==> config.mk <==
export PLATFORM = sky130hd
export DESIGN_NAME = xmb_ctrl
export DESIGN_NICKNAME = d
export VERILOG_FILES = /design/src/rtl/xmb_pkg.sv /design/src/rtl/xmb_decode.sv /design/src/rtl/xmb_seq.sv /design/src/rtl/xmb_pins.sv /design/src/rtl/xmb_ctrl.sv
export SDC_FILE = /design/constraint.sdc
export NUM_CORES = 1
export LEC_CHECK = 0
export ABC_AREA = 1
export BUFFER_PORTS_ARGS = -buffer_cell sky130_fd_sc_hd__buf_4
export CELL_PAD_IN_SITES_DETAIL_PLACEMENT = 0
export CELL_PAD_IN_SITES_GLOBAL_PLACEMENT = 1
export CORE_ASPECT_RATIO = 1.5
export CORE_MARGIN = 1
export CORE_UTILIZATION = 37
export DETAILED_ROUTE_END_ITERATION = 16
export GPL_ROUTABILITY_DRIVEN = 0
export MAX_ROUTING_LAYER = met4
export PLACE_DENSITY_LB_ADDON = 0.1
export SLEW_MARGIN = 20
export SYNTH_ARGS = -nofsm -noshare
export SYNTH_HDL_FRONTEND = slang
export SYNTH_SLANG_ARGS = --single-unit
export TNS_END_PERCENT = 5
==> constraint.sdc <==
create_clock -name clk -period 2 [get_ports clk]
set_input_delay 0.2 -clock clk [delete_from_list [all_inputs] [get_ports clk]]
set_output_delay 0.2 -clock clk [all_outputs]
set_load 0.02 [all_outputs]
==> src/rtl/xmb_pkg.sv <==
package xmb_pkg;
  typedef enum logic [1:0] {
    PH_IDLE = 2'd0,
    PH_ADDR = 2'd1,
    PH_STB  = 2'd2,
    PH_WAIT = 2'd3
  } xmb_phase_e;
endpackage

==> src/rtl/xmb_decode.sv <==
module xmb_decode #(
  parameter int ADDR_W   = 16,
  parameter int INT_LAST = 32'h025F
) (
  input  logic              enable,
  input  logic [ADDR_W-1:0] addr,
  output logic              ext_hit
);
  localparam logic [ADDR_W-1:0] LAST = INT_LAST[ADDR_W-1:0];

  always_comb ext_hit = enable && (addr > LAST);
endmodule

==> src/rtl/xmb_seq.sv <==
module xmb_seq #(
  parameter int DATA_W = 8,
  parameter int ADDR_W = 16
) (
  input  logic                clk,
  input  logic                rst_n,
  input  logic                req_valid,
  input  logic                req_write,
  input  logic [ADDR_W-1:0]   req_addr,
  input  logic [DATA_W-1:0]   req_wdata,
  input  logic                cfg_wait,
  input  logic                ext_hit,
  input  logic [DATA_W-1:0]   ext_ad_in,
  output logic                req_ready,
  output logic                busy,
  output xmb_pkg::xmb_phase_e phase,
  output logic                lat_write,
  output logic [ADDR_W-1:0]   lat_addr,
  output logic [DATA_W-1:0]   lat_wdata,
  output logic                rsp_valid,
  output logic [DATA_W-1:0]   rsp_rdata
);
  import xmb_pkg::*;

  xmb_phase_e phase_q, phase_d;
  logic       wait_q;
  logic       accept, launch, last_stb;

  always_comb begin
    accept   = req_valid && (phase_q == PH_IDLE);
    launch   = accept && ext_hit;
    last_stb = ((phase_q == PH_STB) && !wait_q) || (phase_q == PH_WAIT);
    unique case (phase_q)
      PH_IDLE: phase_d = launch ? PH_ADDR : PH_IDLE;
      PH_ADDR: phase_d = PH_STB;
      PH_STB:  phase_d = wait_q ? PH_WAIT : PH_IDLE;
      default: phase_d = PH_IDLE;
    endcase
  end

  always_ff @(posedge clk or negedge rst_n) begin
    if (!rst_n) begin
      phase_q   <= PH_IDLE;
      wait_q    <= 1'b0;
      lat_write <= 1'b0;
      lat_addr  <= '0;
      lat_wdata <= '0;
      rsp_valid <= 1'b0;
      rsp_rdata <= '0;
    end else begin
      phase_q   <= phase_d;
      rsp_valid <= last_stb && !lat_write;
      if (launch) begin
        wait_q    <= cfg_wait;
        lat_write <= req_write;
        lat_addr  <= req_addr;
        lat_wdata <= req_wdata;
      end
      if (last_stb && !lat_write) rsp_rdata <= ext_ad_in;
    end
  end

  always_comb begin
    phase     = phase_q;
    req_ready = (phase_q == PH_IDLE);
    busy      = launch || (phase_q == PH_ADDR) || ((phase_q == PH_STB) && wait_q);
  end

  AST_LOCAL_STAYS_IDLE: assert property (@(posedge clk) disable iff (!rst_n)
    (accept && !ext_hit) |=> req_ready);
  AST_RSP_ONE_CYCLE: assert property (@(posedge clk) disable iff (!rst_n)
    rsp_valid |=> !rsp_valid);
  AST_NO_SECOND_ACCEPT: assert property (@(posedge clk) disable iff (!rst_n)
    launch |=> !req_ready);
endmodule

==> src/rtl/xmb_pins.sv <==
module xmb_pins #(
  parameter int DATA_W = 8,
  parameter int ADDR_W = 16
) (
  input  logic                clk,
  input  logic                rst_n,
  input  xmb_pkg::xmb_phase_e phase,
  input  logic                lat_write,
  input  logic [ADDR_W-1:0]   lat_addr,
  input  logic [DATA_W-1:0]   lat_wdata,
  output logic [DATA_W-1:0]   ext_ah,
  output logic [DATA_W-1:0]   ext_ad_out,
  output logic                ext_ad_oe,
  output logic                ext_ale,
  output logic                ext_rd_n,
  output logic                ext_wr_n
);
  import xmb_pkg::*;

  logic in_addr, in_stb;

  always_comb begin
    in_addr    = (phase == PH_ADDR);
    in_stb     = (phase == PH_STB) || (phase == PH_WAIT);
    ext_ale    = in_addr;
    ext_ah     = (in_addr || in_stb) ? lat_addr[ADDR_W-1 -: DATA_W] : '0;
    ext_rd_n   = !(in_stb && !lat_write);
    ext_wr_n   = !(in_stb && lat_write);
    ext_ad_oe  = in_addr || (in_stb && lat_write);
    if (in_addr)                    ext_ad_out = lat_addr[DATA_W-1:0];
    else if (in_stb && lat_write)   ext_ad_out = lat_wdata;
    else                            ext_ad_out = '0;
  end

  AST_ONE_STROBE: assert property (@(posedge clk) disable iff (!rst_n)
    !(!ext_rd_n && !ext_wr_n));
  AST_LATCH_THEN_STROBE: assert property (@(posedge clk) disable iff (!rst_n)
    ext_ale |=> (!ext_rd_n || !ext_wr_n));
  AST_BUS_DRIVE_WRITE_ONLY: assert property (@(posedge clk) disable iff (!rst_n)
    (ext_ad_oe && !ext_ale) |-> !ext_wr_n);
  AST_HIGH_BYTE_HELD: assert property (@(posedge clk) disable iff (!rst_n)
    (!ext_rd_n || !ext_wr_n) |-> $stable(ext_ah));
endmodule

==> src/rtl/xmb_ctrl.sv <==
module xmb_ctrl #(
  parameter int DATA_W   = 8,
  parameter int INT_LAST = 32'h025F
) (
  input  logic                 clk,
  input  logic                 rst_n,
  input  logic                 cfg_enable,
  input  logic                 cfg_wait,
  input  logic                 req_valid,
  output logic                 req_ready,
  input  logic                 req_write,
  input  logic [2*DATA_W-1:0]  req_addr,
  input  logic [DATA_W-1:0]    req_wdata,
  output logic                 rsp_valid,
  output logic [DATA_W-1:0]    rsp_rdata,
  output logic                 busy,
  output logic [DATA_W-1:0]    ext_ah,
  output logic [DATA_W-1:0]    ext_ad_out,
  output logic                 ext_ad_oe,
  input  logic [DATA_W-1:0]    ext_ad_in,
  output logic                 ext_ale,
  output logic                 ext_rd_n,
  output logic                 ext_wr_n,
  output logic                 pin_override
);
  localparam int ADDR_W = 2 * DATA_W;

  logic                ext_hit;
  xmb_pkg::xmb_phase_e phase;
  logic                lat_write;
  logic [ADDR_W-1:0]   lat_addr;
  logic [DATA_W-1:0]   lat_wdata;

  xmb_decode #(.ADDR_W(ADDR_W), .INT_LAST(INT_LAST)) u_dec (
    .enable (cfg_enable),
    .addr   (req_addr),
    .ext_hit(ext_hit)
  );

  xmb_seq #(.DATA_W(DATA_W), .ADDR_W(ADDR_W)) u_seq (
    .clk      (clk),
    .rst_n    (rst_n),
    .req_valid(req_valid),
    .req_write(req_write),
    .req_addr (req_addr),
    .req_wdata(req_wdata),
    .cfg_wait (cfg_wait),
    .ext_hit  (ext_hit),
    .ext_ad_in(ext_ad_in),
    .req_ready(req_ready),
    .busy     (busy),
    .phase    (phase),
    .lat_write(lat_write),
    .lat_addr (lat_addr),
    .lat_wdata(lat_wdata),
    .rsp_valid(rsp_valid),
    .rsp_rdata(rsp_rdata)
  );

  xmb_pins #(.DATA_W(DATA_W), .ADDR_W(ADDR_W)) u_pins (
    .clk       (clk),
    .rst_n     (rst_n),
    .phase     (phase),
    .lat_write (lat_write),
    .lat_addr  (lat_addr),
    .lat_wdata (lat_wdata),
    .ext_ah    (ext_ah),
    .ext_ad_out(ext_ad_out),
    .ext_ad_oe (ext_ad_oe),
    .ext_ale   (ext_ale),
    .ext_rd_n  (ext_rd_n),
    .ext_wr_n  (ext_wr_n)
  );

  always_comb pin_override = cfg_enable;

  AST_WRITE_NO_RESPONSE: assert property (@(posedge clk) disable iff (!rst_n)
    (!ext_wr_n && ext_rd_n && !busy) |=> !rsp_valid);
endmodule

==> impl_results.html, run 1 <==
<table>
<tr><th>Metric</th><th>Value</th></tr>
<tr><th colspan="2">STA</th></tr>
<tr><td>Min setup slack post-route</td><td>0.1670 ns</td></tr>
<tr><td>Final setup violating endpoints</td><td>0</td></tr>
<tr><td>Setup repair after global routing missed its margin</td><td>no</td></tr>
<tr><td>Highest Clock Rate</td><td>545.6 MHz</td></tr>
<tr><td>Final worst-path cycle share</td><td>0.9165</td></tr>
<tr><td>Min Tclk post-route</td><td>1.833 ns</td></tr>
<tr><td>Measured slew at the worst slew-check pin</td><td>0.4860 ns</td></tr>
<tr><td>Sum Neg Setup Slack</td><td>0 ns</td></tr>
<tr><td>Maximum clock skew at final layout</td><td>0.002485 ns</td></tr>
<tr><td>Relative max-transition margin</td><td>0.6756</td></tr>
<tr><td>Hold Fails Final Rpt</td><td>0</td></tr>
<tr><td>Final Slew Violations</td><td>0</td></tr>
<tr><th colspan="2">Clocking</th></tr>
<tr><td>CTS Sinks</td><td>37</td></tr>
<tr><td>Clock transition at path regs</td><td>0.07 ns</td></tr>
<tr><td>Source-to-sink clock delay at the later pin of the worst-skew pair</td><td>0.28 ns</td></tr>
<tr><td>TritonCTS clock tree</td><td>yes</td></tr>
<tr><td># Post-CTS Setup Buffers</td><td>0</td></tr>
<tr><td>H-Tree Depth</td><td>2</td></tr>
<tr><td>Number of buffers created by CTS</td><td>5</td></tr>
<tr><td>Root Driver</td><td>sky130_fd_sc_hd__clkbuf_8</td></tr>
<tr><td>Maximum clock insertion buffer count</td><td>2</td></tr>
<tr><th colspan="2">Cells and area</th></tr>
<tr><td>Filler cell count</td><td>483</td></tr>
<tr><td>Area added between synthesis and finish</td><td>35.00%</td></tr>
<tr><td>Util after Layout</td><td>0.5268</td></tr>
<tr><td>Final Cell Area</td><td>2432 um2</td></tr>
<tr><td>Net count reported at finish</td><td>315</td></tr>
<tr><td>Antenna Cells</td><td>0</td></tr>
<tr><td>Fraction of final layout cells sized beyond drive strength 1</td><td>0.3623</td></tr>
<tr><th colspan="2">Synth</th></tr>
<tr><td>Synthesized area divided by synthesized cell count</td><td>8.621 um2</td></tr>
<tr><td>Number of standard cells after synthesis</td><td>209</td></tr>
<tr><td>Synth Register Bits</td><td>37</td></tr>
<tr><td>Post-synth design cell area</td><td>1802 um2</td></tr>
<tr><td>EDFF count, synth</td><td>0</td></tr>
<tr><td>Main synth FF type</td><td>sky130_fd_sc_hd__dfrtp_1</td></tr>
<tr><td>Async S/R FF share, synth</td><td>1.000</td></tr>
<tr><td>Unique masters post-synth</td><td>21</td></tr>
<tr><td>Post-synth net total</td><td>247</td></tr>
<tr><td>Yosys Warn Count</td><td>0</td></tr>
<tr><td>Share of the yosys chip area belonging to registers</td><td>0.5139</td></tr>
<tr><th colspan="2">Global routing</th></tr>
<tr><td>First-pass GRT wire length</td><td>7134 um</td></tr>
<tr><td>Vias in the first global route</td><td>1539</td></tr>
<tr><td>Pin count of the biggest net entering global routing</td><td>38</td></tr>
<tr><td>All-Layer GR Usage</td><td>0.1908</td></tr>
<tr><td>Antenna violations before repair</td><td>0</td></tr>
<tr><td>Final global-route overflow total</td><td>0</td></tr>
<tr><th colspan="2">Placement</th></tr>
<tr><td>Post-Place Setup Slack</td><td>0.4031 ns</td></tr>
<tr><td>Half-perimeter wire length of the detailed placement result</td><td>3092 um</td></tr>
<tr><td>Post-Place Cell Area</td><td>2347 um2</td></tr>
<tr><td>Count of input and output buffers</td><td>69</td></tr>
<tr><th colspan="2">Detailed routing</th></tr>
<tr><td>Final routed wirelength across all metal layers</td><td>4380 um</td></tr>
<tr><td>Routed via count</td><td>1632</td></tr>
<tr><td>1st-pass router iterations</td><td>6</td></tr>
<tr><td>Wire length per cell after detailed routing</td><td>12.88 um</td></tr>
<tr><td>Remaining DRCs</td><td>0</td></tr>
<tr><td>Iter 0 DRT Violations</td><td>55</td></tr>
<tr><td>Post-detailed-route count of antenna-violating nets</td><td>0</td></tr>
<tr><td>Number of vias per cell</td><td>4.800</td></tr>
<tr><th colspan="2">Critical path</th></tr>
<tr><td>Worst path slowest cell</td><td>sky130_fd_sc_hd__dfrtp_2</td></tr>
<tr><td>Critical Path Max Stage Delay</td><td>0.51 ns</td></tr>
<tr><td>Count of buffering cells on the critical path with inverters included</td><td>2</td></tr>
<tr><td>CP Capture Type</td><td>primary output</td></tr>
<tr><td>Arrival time at the worst endpoint</td><td>1.63 ns</td></tr>
<tr><td>CP Launch Type</td><td>flip-flop</td></tr>
<tr><td>Type of the worst setup path</td><td>flip-flop to primary output</td></tr>
<tr><td>Dominant delay contributor by cell family on the critical path</td><td>simple AND/OR/NAND/NOR gates</td></tr>
<tr><td>Worst Path Max Fanout</td><td>12</td></tr>
<tr><td>Required time of the critical path</td><td>1.80 ns</td></tr>
<tr><td>Chain of cells forming the critical path</td><td>nor2_2 -&gt; inv_1 -&gt; nand3_1 -&gt; buf_4</td></tr>
<tr><th colspan="2">Die</th></tr>
<tr><td>Starting Density</td><td>0.3902</td></tr>
<tr><td>FP Rows</td><td>30</td></tr>
<tr><td>Number of ports placed on the die boundary</td><td>70</td></tr>
<tr><td>Vertical extent of the die</td><td>87.47 um</td></tr>
<tr><td>X dimension of the die</td><td>58.98 um</td></tr>
<tr><td>Die Area</td><td>5158 um2</td></tr>
<tr><td>Core ar.</td><td>4617 um2</td></tr>
<tr><th colspan="2">Power and ir drop</th></tr>
<tr><td>Largest voltage drop on the vdd net</td><td>0.5434 mV</td></tr>
<tr><td>Power density over cell area</td><td>1364 nW/um2</td></tr>
<tr><td>P_leak</td><td>1.302 nW</td></tr>
<tr><th colspan="2">Worst hold path</th></tr>
<tr><td>Class of the tightest hold or removal check</td><td>primary input to flip-flop</td></tr>
<tr><th colspan="2">Status</th></tr>
<tr><td>Run status</td><td>complete, no violations</td></tr>
<tr><th colspan="2">Run</th></tr>
<tr><td>Number of violations of the max-capacitance limit</td><td>0</td></tr>
</table>
==> per-layer routing <==
metal	track usage	wire length, um	vias to the layer above
li1	-	-	815
met4	0.05844	54	0
met1	0.2196	1836	755
met2	0.3233	2239	56
met5	-	0	-
met3	0.04606	250	6
==> final cells by class <==
| class | instances | area [um2] | share of cell area |
|---|---|---|---|
| Clock buffer | 5 | 68.82 | 0.02829 |
| Tap cell | 64 | 80.08 | 0.03292 |
| Inverter | 17 | 63.81 | 0.02623 |
| Multi-Input combinational cell | 143 | 737.0 | 0.3030 |
| Timing Repair Buffer | 73 | 550.5 | 0.2263 |
| Sequential cell | 37 | 927.1 | 0.3812 |
| Clock inverter | 1 | 5.005 | 0.002058 |
==> worst register-to-register path, cell delays in order, from the launching register on <==
cell                      delay (ns)
sky130_fd_sc_hd__dfrtp_2        0.51
sky130_fd_sc_hd__inv_2          0.10
sky130_fd_sc_hd__nand2_2        0.08
sky130_fd_sc_hd__nor2_4         0.16
sky130_fd_sc_hd__nand3_4        0.09
sky130_fd_sc_hd__buf_4          0.25
sky130_fd_sc_hd__nand2_1        0.10
sky130_fd_sc_hd__nand2_1        0.05
==> cell usage after synthesis (2+ instances only) <==
library cell	instances	area share
sky130_fd_sc_hd__nand3_1	2	0.0056
sky130_fd_sc_hd__nand4_1	26	0.090
sky130_fd_sc_hd__dfrtp_1	37	0.51
sky130_fd_sc_hd__inv_1	13	0.027
sky130_fd_sc_hd__inv_2	2	0.0042
sky130_fd_sc_hd__nand2_1	77	0.16
sky130_fd_sc_hd__nand2_2	11	0.038
sky130_fd_sc_hd__clkinv_1	2	0.0042
sky130_fd_sc_hd__nor2_4	3	0.019
sky130_fd_sc_hd__nor2_1	11	0.023
sky130_fd_sc_hd__clkbuf_1	3	0.0062
sky130_fd_sc_hd__buf_2	5	0.014
sky130_fd_sc_hd__a32o_1	8	0.044
sky130_fd_sc_hd__nor2_2	2	0.0069
==> sequential cells by signal (all words and copies together), names as in the netlist <==
register	cells
u_seq.wait_q	1
u_seq.phase	2
u_seq.rsp_valid	1
u_seq.lat_write	1
u_seq.lat_wdata	8
u_seq.rsp_rdata	8
u_seq.lat_addr	16
==> where the power goes <==
group | total [W] | leakage (nW) | switching [W] | internal, W
logic | 0.00151 | 0.802 | 0.000889 | 0.000623
clock network | 0.000464 | 0.0399 | 0.000235 | 0.000229
registers | 0.00134 | 0.460 | 0.000247 | 0.00110
==> stage by stage <==
stage	hold WS, ns	power [W]	std cells
after floorplan	-0.09559	0.002264	209
after global routing	0.1057	0.003579	340
after global placement	0.1957	0.002863	333
after detailed placement	0.1925	0.002882	333
final	0.1134	0.003319	340
after CTS	0.1084	0.003362	340
==> kinds of logic (layout without fill, tap and decap cells) <==
logic type,Yosys count,after routing,synth area share
buffers and inverters,29,96,0.07708
AOI/OAI and AO/OA,8,8,0.04445
and+or+nand+nor,135,135,0.3646
DFF,37,37,0.5139
==> worst paths after layout <==
kind | end | start | slack, ns | cells after the start
max | busy | u_seq.phase[1] | 0.17 | 4
max reg2reg | u_seq.lat_addr[0] | u_seq.phase[1] | 0.55 | 7
min in group asynchronous | u_seq.rsp_rdata[3] | rst_n | 0.42 | 2
max in group asynchronous | u_seq.phase[1] | rst_n | 1.23 | 2
min | u_seq.rsp_rdata[2] | ext_ad_in[2] | 0.11 | 3
min reg2reg | u_seq.lat_addr[12] | u_seq.lat_addr[12] | 0.47 | 2
==> cell usage in the layout, fill, tap and decap left out <==
cell,n
sky130_fd_sc_hd__nand3_1,2
sky130_fd_sc_hd__nand3_2,1
sky130_fd_sc_hd__dfrtp_2,1
sky130_fd_sc_hd__nor2_4,3
sky130_fd_sc_hd__nand3_4,1
sky130_fd_sc_hd__a32o_1,8
sky130_fd_sc_hd__clkinv_2,1
sky130_fd_sc_hd__inv_1,13
sky130_fd_sc_hd__nor2_2,2
sky130_fd_sc_hd__nor2_1,11
sky130_fd_sc_hd__nand2_2,11
sky130_fd_sc_hd__nand2_1,77
sky130_fd_sc_hd__buf_4,72
sky130_fd_sc_hd__inv_2,2
sky130_fd_sc_hd__clkinv_1,2
sky130_fd_sc_hd__nand2_4,1
sky130_fd_sc_hd__clkbuf_8,5
sky130_fd_sc_hd__dfrtp_1,36
sky130_fd_sc_hd__nand4_1,26
sky130_fd_sc_hd__dlygate4sd3_1,1
==> timing repair <==
item,CTS,global route
endpoints found under the setup margin,0,10
hold endpoints to repair,37,0
resized for setup,0,1
hold buffers,1,0
(Power assumes the default switching activity.)
==> run 2: changes to the inputs <==
--- a/config.mk
+++ b/config.mk
@@ -11,11 +11,11 @@
 export CELL_PAD_IN_SITES_GLOBAL_PLACEMENT = 1
 export CORE_ASPECT_RATIO = 1.5
 export CORE_MARGIN = 1
-export CORE_UTILIZATION = 37
+export CORE_UTILIZATION = 31
 export DETAILED_ROUTE_END_ITERATION = 16
 export GPL_ROUTABILITY_DRIVEN = 0
 export MAX_ROUTING_LAYER = met4
-export PLACE_DENSITY_LB_ADDON = 0.1
+export PLACE_DENSITY = 0.81
 export SLEW_MARGIN = 20
 export SYNTH_ARGS = -nofsm -noshare
 export SYNTH_HDL_FRONTEND = slang
==> constraint.sdc (replaced) <==
create_clock -name clk -period 1.5 [get_ports clk]
set_input_delay 0.15 -clock clk [delete_from_list [all_inputs] [get_ports clk]]
set_output_delay 0.15 -clock clk [all_outputs]
set_load 0.02 [all_outputs]
==> run 2 against run 1 <==
  * The run now ends with setup timing left
  * Register-to-register slack worse by 0.48 ns
  * Core utilization decreased by 5.7 points
  * Die area is 19% higher
  * Global-route usage down 3.0 points
  * Final cell count up 5.3%
  * Combinational power is 52% higher
  * Sequential cell count unchanged
  * Cell area up 6.8%
==> impl_results.html, run 2 (synthesis gave the netlist of run 1 again) <==
<table>
<tr><th>Metric</th><th>Value</th></tr>
<tr><th colspan="2">Clocking</th></tr>
<tr><td>TritonCTS clock tree</td><td>yes</td></tr>
<tr><td>Source-to-sink clock delay at the later pin of the worst-skew pair</td><td>0.29 ns (about the same)</td></tr>
<tr><td>Clock transition at path regs</td><td>0.08 ns (about the same)</td></tr>
<tr><td>CTS Sinks</td><td>37 (unchanged)</td></tr>
<tr><td>Root Driver</td><td>sky130_fd_sc_hd__clkbuf_8</td></tr>
<tr><td>Maximum clock insertion buffer count</td><td>2 (unchanged)</td></tr>
<tr><td>Number of buffers created by CTS</td><td>5 (unchanged)</td></tr>
<tr><td>H-Tree Depth</td><td>2 (unchanged)</td></tr>
<tr><th colspan="2">Critical path</th></tr>
<tr><td>Worst r2r dst</td><td>u_seq.lat_addr[9]</td></tr>
<tr><td>Arrival time at the worst endpoint</td><td>1.39 ns (-0.24 ns)</td></tr>
<tr><td>Type of the worst setup path</td><td>flip-flop to primary output</td></tr>
<tr><td>Slack of the worst reg-to-reg path</td><td>0.07 ns (-0.48 ns)</td></tr>
<tr><td>Required time of the critical path</td><td>1.35 ns (-0.45 ns)</td></tr>
<tr><td>CP Launch Type</td><td>flip-flop</td></tr>
<tr><td>Worst Path Max Fanout</td><td>7 (-5)</td></tr>
<tr><td>Cell count of the worst reg-to-reg path</td><td>8 (+1)</td></tr>
<tr><td>CP Capture Type</td><td>primary output</td></tr>
<tr><td>Worst reg2reg startpoint</td><td>u_seq.phase[1]</td></tr>
<tr><th colspan="2">STA</th></tr>
<tr><td>Post-route worst hold slack</td><td>0.05454 ns (-0.05887 ns)</td></tr>
<tr><td>Maximum clock skew at final layout</td><td>0.003677 ns (+0.001192 ns)</td></tr>
<tr><td>Relative max-transition margin</td><td>0.6894 (+0.01381)</td></tr>
<tr><td>Highest Clock Rate</td><td>649.0 MHz</td></tr>
<tr><td>Final Slew Violations</td><td>0 (unchanged)</td></tr>
<tr><td>Min Tclk post-route</td><td>1.541 ns</td></tr>
<tr><td>Setup repair after global routing missed its margin</td><td>yes</td></tr>
<tr><td>Hold Fails Final Rpt</td><td>0 (unchanged)</td></tr>
<tr><td>Min setup slack post-route</td><td>-0.04085 ns (-0.2079 ns)</td></tr>
<tr><td>Final worst-path cycle share</td><td>1.027</td></tr>
<tr><td>Measured slew at the worst slew-check pin</td><td>0.4658 ns (-0.02019 ns)</td></tr>
<tr><td>Final setup violating endpoints</td><td>1 (+1)</td></tr>
<tr><th colspan="2">Detailed routing</th></tr>
<tr><td>Wire length per cell after detailed routing</td><td>12.73 um (-1.1%)</td></tr>
<tr><td>Iter 0 DRT Violations</td><td>41 (-25%)</td></tr>
<tr><td>Remaining DRCs</td><td>0 (unchanged)</td></tr>
<tr><td>Routed via count</td><td>1670 (+2.3%)</td></tr>
<tr><td>1st-pass router iterations</td><td>4 (-2)</td></tr>
<tr><td>Final routed wirelength across all metal layers</td><td>4559 um (+4.1%)</td></tr>
<tr><td>Post-detailed-route count of antenna-violating nets</td><td>0 (unchanged)</td></tr>
<tr><td>Number of vias per cell</td><td>4.665 (-2.8%)</td></tr>
<tr><th colspan="2">Status</th></tr>
<tr><td>Violations in the final reports</td><td>setup timing</td></tr>
<tr><td>Run status</td><td>finished with violations</td></tr>
<tr><th colspan="2">Placement</th></tr>
<tr><td>Count of input and output buffers</td><td>69 (unchanged)</td></tr>
<tr><td>Half-perimeter wire length of the detailed placement result</td><td>3190 um (+3.2%)</td></tr>
<tr><td>Post-Place Cells</td><td>345 (+3.6%)</td></tr>
<tr><th colspan="2">Worst hold path</th></tr>
<tr><td>End of the worst hold path</td><td>u_seq.rsp_rdata[7]</td></tr>
<tr><td>Cell depth of the worst min-delay path</td><td>3 (unchanged)</td></tr>
<tr><td>Hold path start</td><td>ext_ad_in[7]</td></tr>
<tr><td>Class of the tightest hold or removal check</td><td>primary input to flip-flop</td></tr>
<tr><th colspan="2">Die</th></tr>
<tr><td>Starting Density</td><td>0.3256 (-0.06460)</td></tr>
<tr><td>Die Area</td><td>6127 um2 (+19%)</td></tr>
<tr><td>Vertical extent of the die</td><td>95.37 um (+9.0%)</td></tr>
<tr><td>FP Rows</td><td>33 (+10%)</td></tr>
<tr><td>X dimension of the die</td><td>64.25 um (+8.9%)</td></tr>
<tr><td>Core ar.</td><td>5533 um2 (+20%)</td></tr>
<tr><td>Number of ports placed on the die boundary</td><td>70 (unchanged)</td></tr>
<tr><th colspan="2">Global routing</th></tr>
<tr><td>First-pass GRT wire length</td><td>7203 um (+0.97%)</td></tr>
<tr><td>Final global-route overflow total</td><td>0 (unchanged)</td></tr>
<tr><td>Antenna violations before repair</td><td>0 (unchanged)</td></tr>
<tr><td>Pin count of the biggest net entering global routing</td><td>38 (unchanged)</td></tr>
<tr><td>Vias in the first global route</td><td>1523 (-1.0%)</td></tr>
<tr><td>All-Layer GR Usage</td><td>0.1603 (-0.03048)</td></tr>
<tr><th colspan="2">Cells and area</th></tr>
<tr><td>Reg with most FFs</td><td>u_seq.lat_addr</td></tr>
<tr><td>Util after Layout</td><td>0.4695 (-0.05736)</td></tr>
<tr><td>Area added between synthesis and finish</td><td>44.17%</td></tr>
<tr><td>Antenna Cells</td><td>0 (unchanged)</td></tr>
<tr><td>Leading cell type in the layout, fill and taps excluded</td><td>sky130_fd_sc_hd__nand2_1</td></tr>
<tr><td>Flip-flop count of the largest register after layout</td><td>16 (unchanged)</td></tr>
<tr><td>Post-layout instance count excluding filler cells</td><td>358 (+5.3%)</td></tr>
<tr><td>Net count reported at finish</td><td>325 (+3.2%)</td></tr>
<tr><td>Most frequent cells in the layout</td><td>sky130_fd_sc_hd__nand2_1, sky130_fd_sc_hd__buf_4, sky130_fd_sc_hd__dfrtp_1, sky130_fd_sc_hd__nand4_1, sky130_fd_sc_hd__inv_1</td></tr>
<tr><td>Fraction of final layout cells sized beyond drive strength 1</td><td>0.4132 (+0.05088)</td></tr>
<tr><td>Largest regs</td><td>u_seq.lat_addr: 16 flops, u_seq.lat_wdata: 8 flops, u_seq.rsp_rdata: 8 flops</td></tr>
<tr><th colspan="2">Power and ir drop</th></tr>
<tr><td>P_leak</td><td>1.390 nW (+6.8%)</td></tr>
<tr><td>Power density over cell area</td><td>1822 nW/um2 (+34%)</td></tr>
<tr><td>Largest voltage drop on the vdd net</td><td>0.6001 mV (+10%)</td></tr>
<tr><th colspan="2">Run</th></tr>
<tr><td>Number of violations of the max-capacitance limit</td><td>0 (unchanged)</td></tr>
</table>
[run 2: changes by cell type in the layout (fill, tap and decap cells not counted), sizes merged]
cell,previous run,this run
buf,72,81
clkinvlp,0,3
[run 2: what timing repair did]
action,in CTS,in global routing
cloned,0,1
endpoints found under the hold margin,37,0
hold buffers,1,0
pin swaps,1,4
setup buffers,0,3
endpoints found under the setup margin,17,17
gates resized for setup,2,17
[run 2: power by group]
group / total [W] / internal, W / switching (W)
Clock: 0.000683 / 0.000321 / 0.000363
Combinational: 0.00230 / 0.000998 / 0.00131
Sequential: 0.00175 / 0.00146 / 0.000286
[run 2: routing by layer]
layer / routed length, um / part of all wire / GRT usage / up-vias
met5: 0 / 0 / - / -
met4: 69 / 0.015 / 0.06667 / 0
met3: 223 / 0.049 / 0.03947 / 5
met2: 2269 / 0.50 / 0.2605 / 52
met1: 1996 / 0.44 / 0.1886 / 774
li1: - / - / - / 839
[run 2: layout make-up]
type	count	area (um2)
clock buffers	5	68.82
repair buffers	82	664.4
well taps	70	87.58
multi-input cells	143	759.5
fillers	586	2935
inverters	17	67.56
repair inverters	1	5.005
clock inverters	3	17.52
flip-flops and latches	37	927.1
[run 2: worst max-delay path: stages, from the launching register on]
cell	delay, ns
sky130_fd_sc_hd__dfrtp_2	0.46
sky130_fd_sc_hd__inv_2	0.09
sky130_fd_sc_hd__nand2_4	0.08
sky130_fd_sc_hd__nor2_4	0.14
sky130_fd_sc_hd__nand3_4	0.12
sky130_fd_sc_hd__nand3_2	0.09
sky130_fd_sc_hd__buf_6	0.12
[run 2: per-stage QoR]
stage,setup TNS [ns],setup WS (ns),total power [W],area (um2)
after floorplan,0,0.1704,0.003019,1802
after global placement,0,0.1917,0.003902,2412
after detailed placement,0,0.1583,0.003929,2412
after CTS,-1.296,-0.09970,0.004627,2515
after global routing,-0.7407,-0.1107,0.005087,2597
final,-0.04085,-0.04085,0.004734,2597
[run 2: worst max path at each step]
stage | to | start
6_report | busy | u_seq.phase[1]
5_1_grt | busy | u_seq.phase[1]
4_1_cts | busy | u_seq.phase[1]
3_5_place_dp | u_seq.lat_addr[11] | u_seq.phase[1]
3_3_place_gp | ext_ah[1] | u_seq.phase[1]
2_1_floorplan | busy | u_seq.phase[1]
